--- config.mk ---
export PLATFORM = sky130hd
export DESIGN_NAME = pulse_catcher
export DESIGN_NICKNAME = d
export VERILOG_FILES = /design/src/rtl/pulse_catch_pkg.sv /design/src/rtl/pc_rst_sync.sv /design/src/rtl/pc_sync.sv /design/src/rtl/pc_cell.sv /design/src/rtl/pulse_catcher.sv
export SDC_FILE = /design/constraint.sdc
export NUM_CORES = 1
export LEC_CHECK = 0
export ABC_AREA = 1
export ABC_CLOCK_PERIOD_IN_PS = 1200
export BUFFER_PORTS_ARGS = -buffer_cell sky130_fd_sc_hd__buf_4
export CAP_MARGIN = 20
export CORE_AREA = 4 4 48 50
export CTS_BUF_LIST = sky130_fd_sc_hd__clkbuf_8
export DETAILED_ROUTE_END_ITERATION = 10
export DIE_AREA = 0 0 52 54
export HOLD_SLACK_MARGIN = 0.05
export PLACE_DENSITY = 0.77
export SLEW_MARGIN = 15
export SYNTH_ARGS = -nofsm -noshare
export SYNTH_HDL_FRONTEND = slang
export SYNTH_SLANG_ARGS = --single-unit
--- constraint.sdc ---
create_clock -name clk -period 1.2 [get_ports clk]
set_input_delay 0.06 -clock clk [delete_from_list [all_inputs] [get_ports clk]]
set_output_delay 0.06 -clock clk [all_outputs]
set_load 0.05 [all_outputs]
--- src/rtl/pulse_catch_pkg.sv ---
package pulse_catch_pkg;
  typedef enum logic {
    ACK_AUTO   = 1'b0,
    ACK_MANUAL = 1'b1
  } ack_mode_e;
endpackage

--- src/rtl/pc_rst_sync.sv ---
module pc_rst_sync (
  input  logic clk,
  input  logic arst_n,
  output logic rst_n_o
);
  logic [1:0] chain_q;

  always_ff @(posedge clk or negedge arst_n) begin
    if (!arst_n) chain_q <= 2'b00;
    else         chain_q <= {chain_q[0], 1'b1};
  end

  assign rst_n_o = chain_q[1];
endmodule

--- src/rtl/pc_sync.sv ---
module pc_sync #(
  parameter int STAGES = 2
) (
  input  logic clk,
  input  logic rst_n,
  input  logic raw_i,
  output logic level_o,
  output logic fall_o
);
  logic [STAGES-1:0] stage_q;
  logic              prev_q;

  always_ff @(posedge clk or negedge rst_n) begin
    if (!rst_n) begin
      stage_q <= '0;
      prev_q  <= 1'b0;
    end else begin
      stage_q <= {stage_q[STAGES-2:0], raw_i};
      prev_q  <= stage_q[STAGES-1];
    end
  end

  assign level_o = stage_q[STAGES-1];
  assign fall_o  = prev_q & ~stage_q[STAGES-1];
endmodule

--- src/rtl/pc_cell.sv ---
module pc_cell
  import pulse_catch_pkg::*;
#(
  parameter int HOLD_TICKS = 3,
  localparam int CW = $clog2(HOLD_TICKS + 1)
) (
  input  logic      clk,
  input  logic      rst_n,
  input  logic      fall_i,
  input  logic      level_i,
  input  logic      tick_i,
  input  ack_mode_e mode_i,
  input  logic      ack_i,
  output logic      flag_o,
  output logic      wait_o,
  output logic      level_o
);
  logic          flag_q, flag_d;
  logic [CW-1:0] cnt_q, cnt_d;
  logic          level_q;

  always_comb begin
    flag_d = flag_q;
    cnt_d  = cnt_q;
    if (fall_i) begin
      flag_d = 1'b1;
      cnt_d  = '0;
    end else if (flag_q) begin
      if (mode_i == ACK_MANUAL) begin
        cnt_d = '0;
        if (ack_i) flag_d = 1'b0;
      end else if (tick_i) begin
        if (cnt_q == CW'(HOLD_TICKS - 1)) begin
          flag_d = 1'b0;
          cnt_d  = '0;
        end else begin
          cnt_d = cnt_q + 1'b1;
        end
      end
    end
  end

  always_ff @(posedge clk or negedge rst_n) begin
    if (!rst_n) begin
      flag_q <= 1'b0;
      cnt_q  <= '0;
    end else begin
      flag_q <= flag_d;
      cnt_q  <= cnt_d;
    end
  end

  always_ff @(posedge clk or negedge rst_n) begin
    if (!rst_n)      level_q <= 1'b0;
    else if (tick_i) level_q <= level_i;
  end

  assign flag_o  = flag_q;
  assign level_o = level_q;
  assign wait_o  = (mode_i == ACK_MANUAL) && !flag_q;
endmodule

--- src/rtl/pulse_catcher.sv ---
module pulse_catcher
  import pulse_catch_pkg::*;
#(
  parameter int NUM_CH      = 3,
  parameter int HOLD_TICKS  = 3,
  parameter int SYNC_STAGES = 2
) (
  input  logic              clk,
  input  logic              rst_n,
  input  logic [NUM_CH-1:0] sig_in,
  input  logic              tick,
  input  logic [NUM_CH-1:0] ack_manual,
  input  logic [NUM_CH-1:0] ack,
  output logic [NUM_CH-1:0] level_out,
  output logic [NUM_CH-1:0] pulse_flag,
  output logic [NUM_CH-1:0] waiting
);
  logic              int_rst_n;
  logic [NUM_CH-1:0] sync_lvl;
  logic [NUM_CH-1:0] fall_w;

  pc_rst_sync u_rst (
    .clk     (clk),
    .arst_n  (rst_n),
    .rst_n_o (int_rst_n)
  );

  for (genvar i = 0; i < NUM_CH; i++) begin : g_ch
    pc_sync #(.STAGES(SYNC_STAGES)) u_sync (
      .clk     (clk),
      .rst_n   (int_rst_n),
      .raw_i   (sig_in[i]),
      .level_o (sync_lvl[i]),
      .fall_o  (fall_w[i])
    );

    pc_cell #(.HOLD_TICKS(HOLD_TICKS)) u_cell (
      .clk     (clk),
      .rst_n   (int_rst_n),
      .fall_i  (fall_w[i]),
      .level_i (sync_lvl[i]),
      .tick_i  (tick),
      .mode_i  (ack_mode_e'(ack_manual[i])),
      .ack_i   (ack[i]),
      .flag_o  (pulse_flag[i]),
      .wait_o  (waiting[i]),
      .level_o (level_out[i])
    );
  end
endmodule

== After elaboration in Yosys (flattened, before gate mapping) ==
Index checks and enable logic that the tools add are counted.
Widths: inputs -> output; s select.

* Register bits after elaboration: 23
* Output and inout port bits: 9

* Bitwise operators: 6
* Multiplexer cells: 33
* $add $sub $neg: 3
* Eq/ne operators: 3
* Reductions and logical operators: 15

{| class="wikitable"
|+ Operator list
! kind !! number
|-
| $mux 2 || 15
|-
| $mux 1 || 18
|-
| $reduce_bool 3->1 || 3
|-
| $add 2x1->2 const B || 3
|-
| $eq 2x2->1 const B || 3
|-
| $reduce_and 2->1 || 3
|-
| $reduce_bool 2->1 || 3
|-
| $and 1x1->1 || 3
|-
| $logic_and 1x1->1 || 3
|-
| $logic_not 1->1 || 3
|-
| $not 1->1 || 3
|}

== Logic depth before layout (Yosys ltp) ==
* Depth in word-level cells: 6
* Gate-level depth with buffers: 5
* Depth with buffers taken out: 5

== Modules after synthesis ==
From an unflattened synthesis, not the netlist that was laid out.

* Cells, all modules: 102
* Area, all modules: 935.9 um^2

{| class="wikitable"
|+ Modules (own cells, without submodules)
! module !! sequential area each (um^2) !! cells an instance !! area an instance (um^2) !! instances
|-
| pc_cell || 100.1 || 28 || 209.0 || 3
|-
| pc_sync || 75.1 || 5 || 85.1 || 3
|-
| pc_rst_sync || 50.0 || 3 || 53.8 || 1
|}

== Worst setup path after synthesis ==
No wires, ideal clock.

* Path kind: register to register
* From: reg g_ch[0].u_sync.stage_q[1]
* To: reg g_ch[0].u_cell.cnt_q[0]
* Path buffers: 0
* Data arrival time: 0.634 ns
* Period minus slack after synthesis: 0.752 ns
* Cell stages (with the launch flop): 5
* Slack: 0.448 ns
* Setup time: 0.118 ns
* Path through: dfrtp_1 inv_1 nand2_1 nand3_1 nand2_1

* Longest elaborated chain between the ends: 4

{| class="wikitable"
|+ RTL lines
! what !! RTL line !! RTL
|-
| start, declared || pc_sync.sv:10 || <nowiki>logic [STAGES-1:0] stage_q;</nowiki>
|-
| start signal, assigned || pc_sync.sv:18 || <nowiki>stage_q <= {stage_q[STAGES-2:0], raw_i};</nowiki>
|-
| $not 1->1 * || pc_sync.sv:24 || <nowiki>assign fall_o = prev_q & ~stage_q[STAGES-1];</nowiki>
|-
| $and 1x1->1 * || pc_sync.sv:24 ||
|-
| $reduce_bool 3->1 (no line) / $reduce_bool 2->1 (equally long branches) || -- ||
|-
| $reduce_and 2->1 (no line) || -- ||
|-
| end signal, assigned || pc_cell.sv:49 || <nowiki>cnt_q <= cnt_d;</nowiki>
|-
| end, declared || pc_cell.sv:19 || <nowiki>logic [CW-1:0] cnt_q, cnt_d;</nowiki>
|}

Every way passes the cells marked *; elsewhere a longest branch is shown, timed or not.
A chain may end at the register's enable or synchronous reset.

== Worst setup path in the final report ==
* From: reg g_ch[0].u_cell.flag_q
* To: out waiting[0]

* Longest elaborated chain between the ends: 2

{| class="wikitable"
|+ RTL lines
! what !! RTL line !! RTL
|-
| start, declared || pc_cell.sv:18 || <nowiki>logic flag_q, flag_d;</nowiki>
|-
| start signal, assigned || pc_cell.sv:48 || <nowiki>flag_q <= flag_d;</nowiki>
|-
| $logic_not 1->1 || pc_cell.sv:60 || <nowiki>assign wait_o = (mode_i == ACK_MANUAL) && !flag_q;</nowiki>
|-
| $logic_and 1x1->1 || pc_cell.sv:60 ||
|-
| end, declared || pulse_catcher.sv:16 || <nowiki>output logic [NUM_CH-1:0] waiting</nowiki>
|}

No other way between the ends.

==> metrics <==
Area Overhead vs Synth=20.8%; Hold Fails Final Rpt=0; commonest cells in the synthesized netlist=23 x dfrtp_1, 21 x nand2_1, 18 x nor2_1; H-tree levels=1; min Tclk post-route=1.04 ns; filler cell count=166; GRT Total Usage=0.138; largest net degree at the start of global routing=16; Crit Reg-Reg Startpoint=g_ch[0].u_cell.flag_o; most common cell in the netlist=dfrtp_1; first-pass GRT wire length=2880 um; antenna diode count=0; CP max stage delay=0.42 ns; Min-Delay Startpoint=ack[0]; GPL Wtd Cong=0.701; achievable clock frequency=0.958 GHz; CP Class=flop to output port; Root Driver=clkbuf_8; Die Y=54 um; # DRC=0; DR vias=756; Final Setup Violations=0; hold endpoint=g_ch[0].u_cell.flag_o; min-delay worst type=input port to flop; Die ar.=2810 um2; total core area=1900 um2; vias in the first global route=704; layout cell share with drive strength beyond 1=0.197; Clock Skew=0.00169 ns; FF+latch count, synth=23; CTS sink count=23; Num CTS Buffers=3; Critical Path Start Type=flop; met1 Use GR=0.187; top_reg_cell synth=dfrtp_1; post-DP HPWL=1240 um; CP Buf/Inv Count=1; CTS Buffer Depth=2; crit path max fanout=4; max cap viols=0; r2r setup slk=0.32 ns; global route hottest layer=met2; Design Area, Final=1190 um2; family with the most delay on the worst path=flip-flops; Peak supply drop=0.931 mV; post-synthesis sequential area ratio=0.582; cells after synthesis=112; final wirelength=1570 um; Synth cell types=12; Worst Path Required=1.14 ns; CP Capture Type=output port; WHS Path Cells=4; GR met2 Demand/Resource=0.222; Syn Nets=124; CP max stage cell=dfrtp_1; synth top area cells=dfrtp_1 58%, nand2_1 8.0%, buf_4 6.8%, nor2_1 6.8%, nand3_1 6.1%; antenna violations before repair=0; clock-pin slew on the worst setup and hold paths=0.07 ns; Pins Over Slew Limit=0; post-synth top area share=0.582; initial drt markers=5; RSZ-0062 raised after global routing=no; Via-to-Cell Ratio=4.75; Final TNS setup=0 ns; syn avg cell area=8.83 um2; power per cell area=1420 nW/um2; Critical Path, Cell by Cell=nor2_1 > buf_4; CTS tree=yes; num rows=16; total gr overflow=0; Cell Area, Synth=988 um2; Synth async-reset ratio=1.00; placed cell area=1110 um2; Final Cycle Share=0.870; clk_lat worst skew=0.25 ns; RR Endpoint=g_ch[0].u_cell.cnt_q[1]; M3 GR Usage=0.0249; Levels on crit path=2; chip width=52 um; leakage=0.637 nW; Layout Nets=145; # port buffers=20; ANT nets after route=0; Synth Warn #=0; Synth area leader=dfrtp_1; Post-synth EDFFs=0; status=complete, no violations; DR WL/cell=9.89 um; I/O pin count=21; Worst Path Arrival=0.98 ns; PostCTS Resize Cnt=0; Initial Util=0.520; TritonRoute pass-1 iters=4; FF-to-FF path depth=4
## how the worst max path moves through the flow
stage | endpoint | start | slack, ns
after floorplan | g_ch[0].u_cell.cnt_q[0] | g_ch[0].u_sync.stage_q[1] | 0.45
after global placement | g_ch[0].u_cell.cnt_q[1] | g_ch[0].u_cell.flag_o | 0.40
after detailed placement | g_ch[0].u_cell.cnt_q[1] | g_ch[0].u_cell.flag_o | 0.34
after CTS | waiting[0] | g_ch[0].u_cell.flag_o | 0.14
after global routing | waiting[0] | g_ch[0].u_cell.flag_o | 0.11
final | waiting[0] | g_ch[0].u_cell.flag_o | 0.16
## kinds of logic (layout without fill, tap and decap cells)
| family | count (synthesis) | in the layout | share of synthesized area |
|---|---|---|---|
| AO/OA/AOI/OAI | 9 | 9 | 0.0494 |
| buffers and inverters | 25 | 45 | 0.137 |
| flip-flops | 23 | 23 | 0.582 |
| other | 1 | 1 | 0.00379 |
| AND/OR/NAND/NOR | 54 | 54 | 0.228 |
## power breakdown
part	total [mW]	internal (mW)	leakage [nW]	switching [mW]
Combinational	0.371	0.131	0.334	0.240
Sequential	0.888	0.840	0.276	0.0481
Clock	0.431	0.227	0.0269	0.204
Total	1.69	1.20	0.637	0.492
## through the flow
step / util / hold WS [ns] / total power [mW] / worst slack, ns / std cells
after floorplan: - / -0.236 / 1.19 / 0.448 / 112
after global placement: 0.583 / -0.157 / 1.26 / 0.401 / 151
after detailed placement: 0.583 / -0.156 / 1.27 / 0.345 / 151
after CTS: 0.628 / 0.0682 / 1.72 / 0.139 / 159
after global routing: 0.628 / 0.102 / 1.81 / 0.107 / 159
final: 0.628 / 0.0736 / 1.69 / 0.156 / 159
## layout by cell type (no fill, tap or decap), drive strengths merged
master        n
nand4         3
inv          16
nand2        21
conb          1
clkbuf        3
o21ai         3
dfrtp        23
buf          22
a21oi         6
nor2         18
nand3        12
dlygate4sd3   4
## sequential cells by signal, summed over array words and instances (netlist names)
| register | flops |
|---|---|
| g_ch.u_sync.stage_q | 6 |
| g_ch.u_sync.prev_q | 3 |
| g_ch.u_cell.cnt_q | 6 |
| g_ch.u_cell.flag_o | 3 |
| u_rst.chain_q | 2 |
| g_ch.u_cell.level_o | 3 |
## repair_timing
action                    4_1_cts  5_1_grt
hold buffers                    4        0
buffers inserted                0        0
hold endpoints to repair        5        0
## worst min-delay path, stage by stage
cell     delay [ns]
buf_4          0.08
a21oi_1        0.05
nand2_1        0.06
nand2_1        0.04
## layout make-up
| class | instances | area [um2] | share of cell area |
|---|---|---|---|
| well taps | 27 | 33.8 | 0.0283 |
| clock buffers | 3 | 41.3 | 0.0346 |
| inverters | 15 | 56.3 | 0.0472 |
| repair buffers | 26 | 205 | 0.172 |
| flip-flops and latches | 23 | 576 | 0.482 |
| clock inverters | 1 | 3.75 | 0.00314 |
| multi-input cells | 64 | 278 | 0.233 |
## metal layers
layer	routed length [um]	vias up
li1	-	379
met1	725	365
met2	797	12
met3	50	0
met4	0	0
met5	0	-
Note: power is estimated with default switching activity, not from simulation.
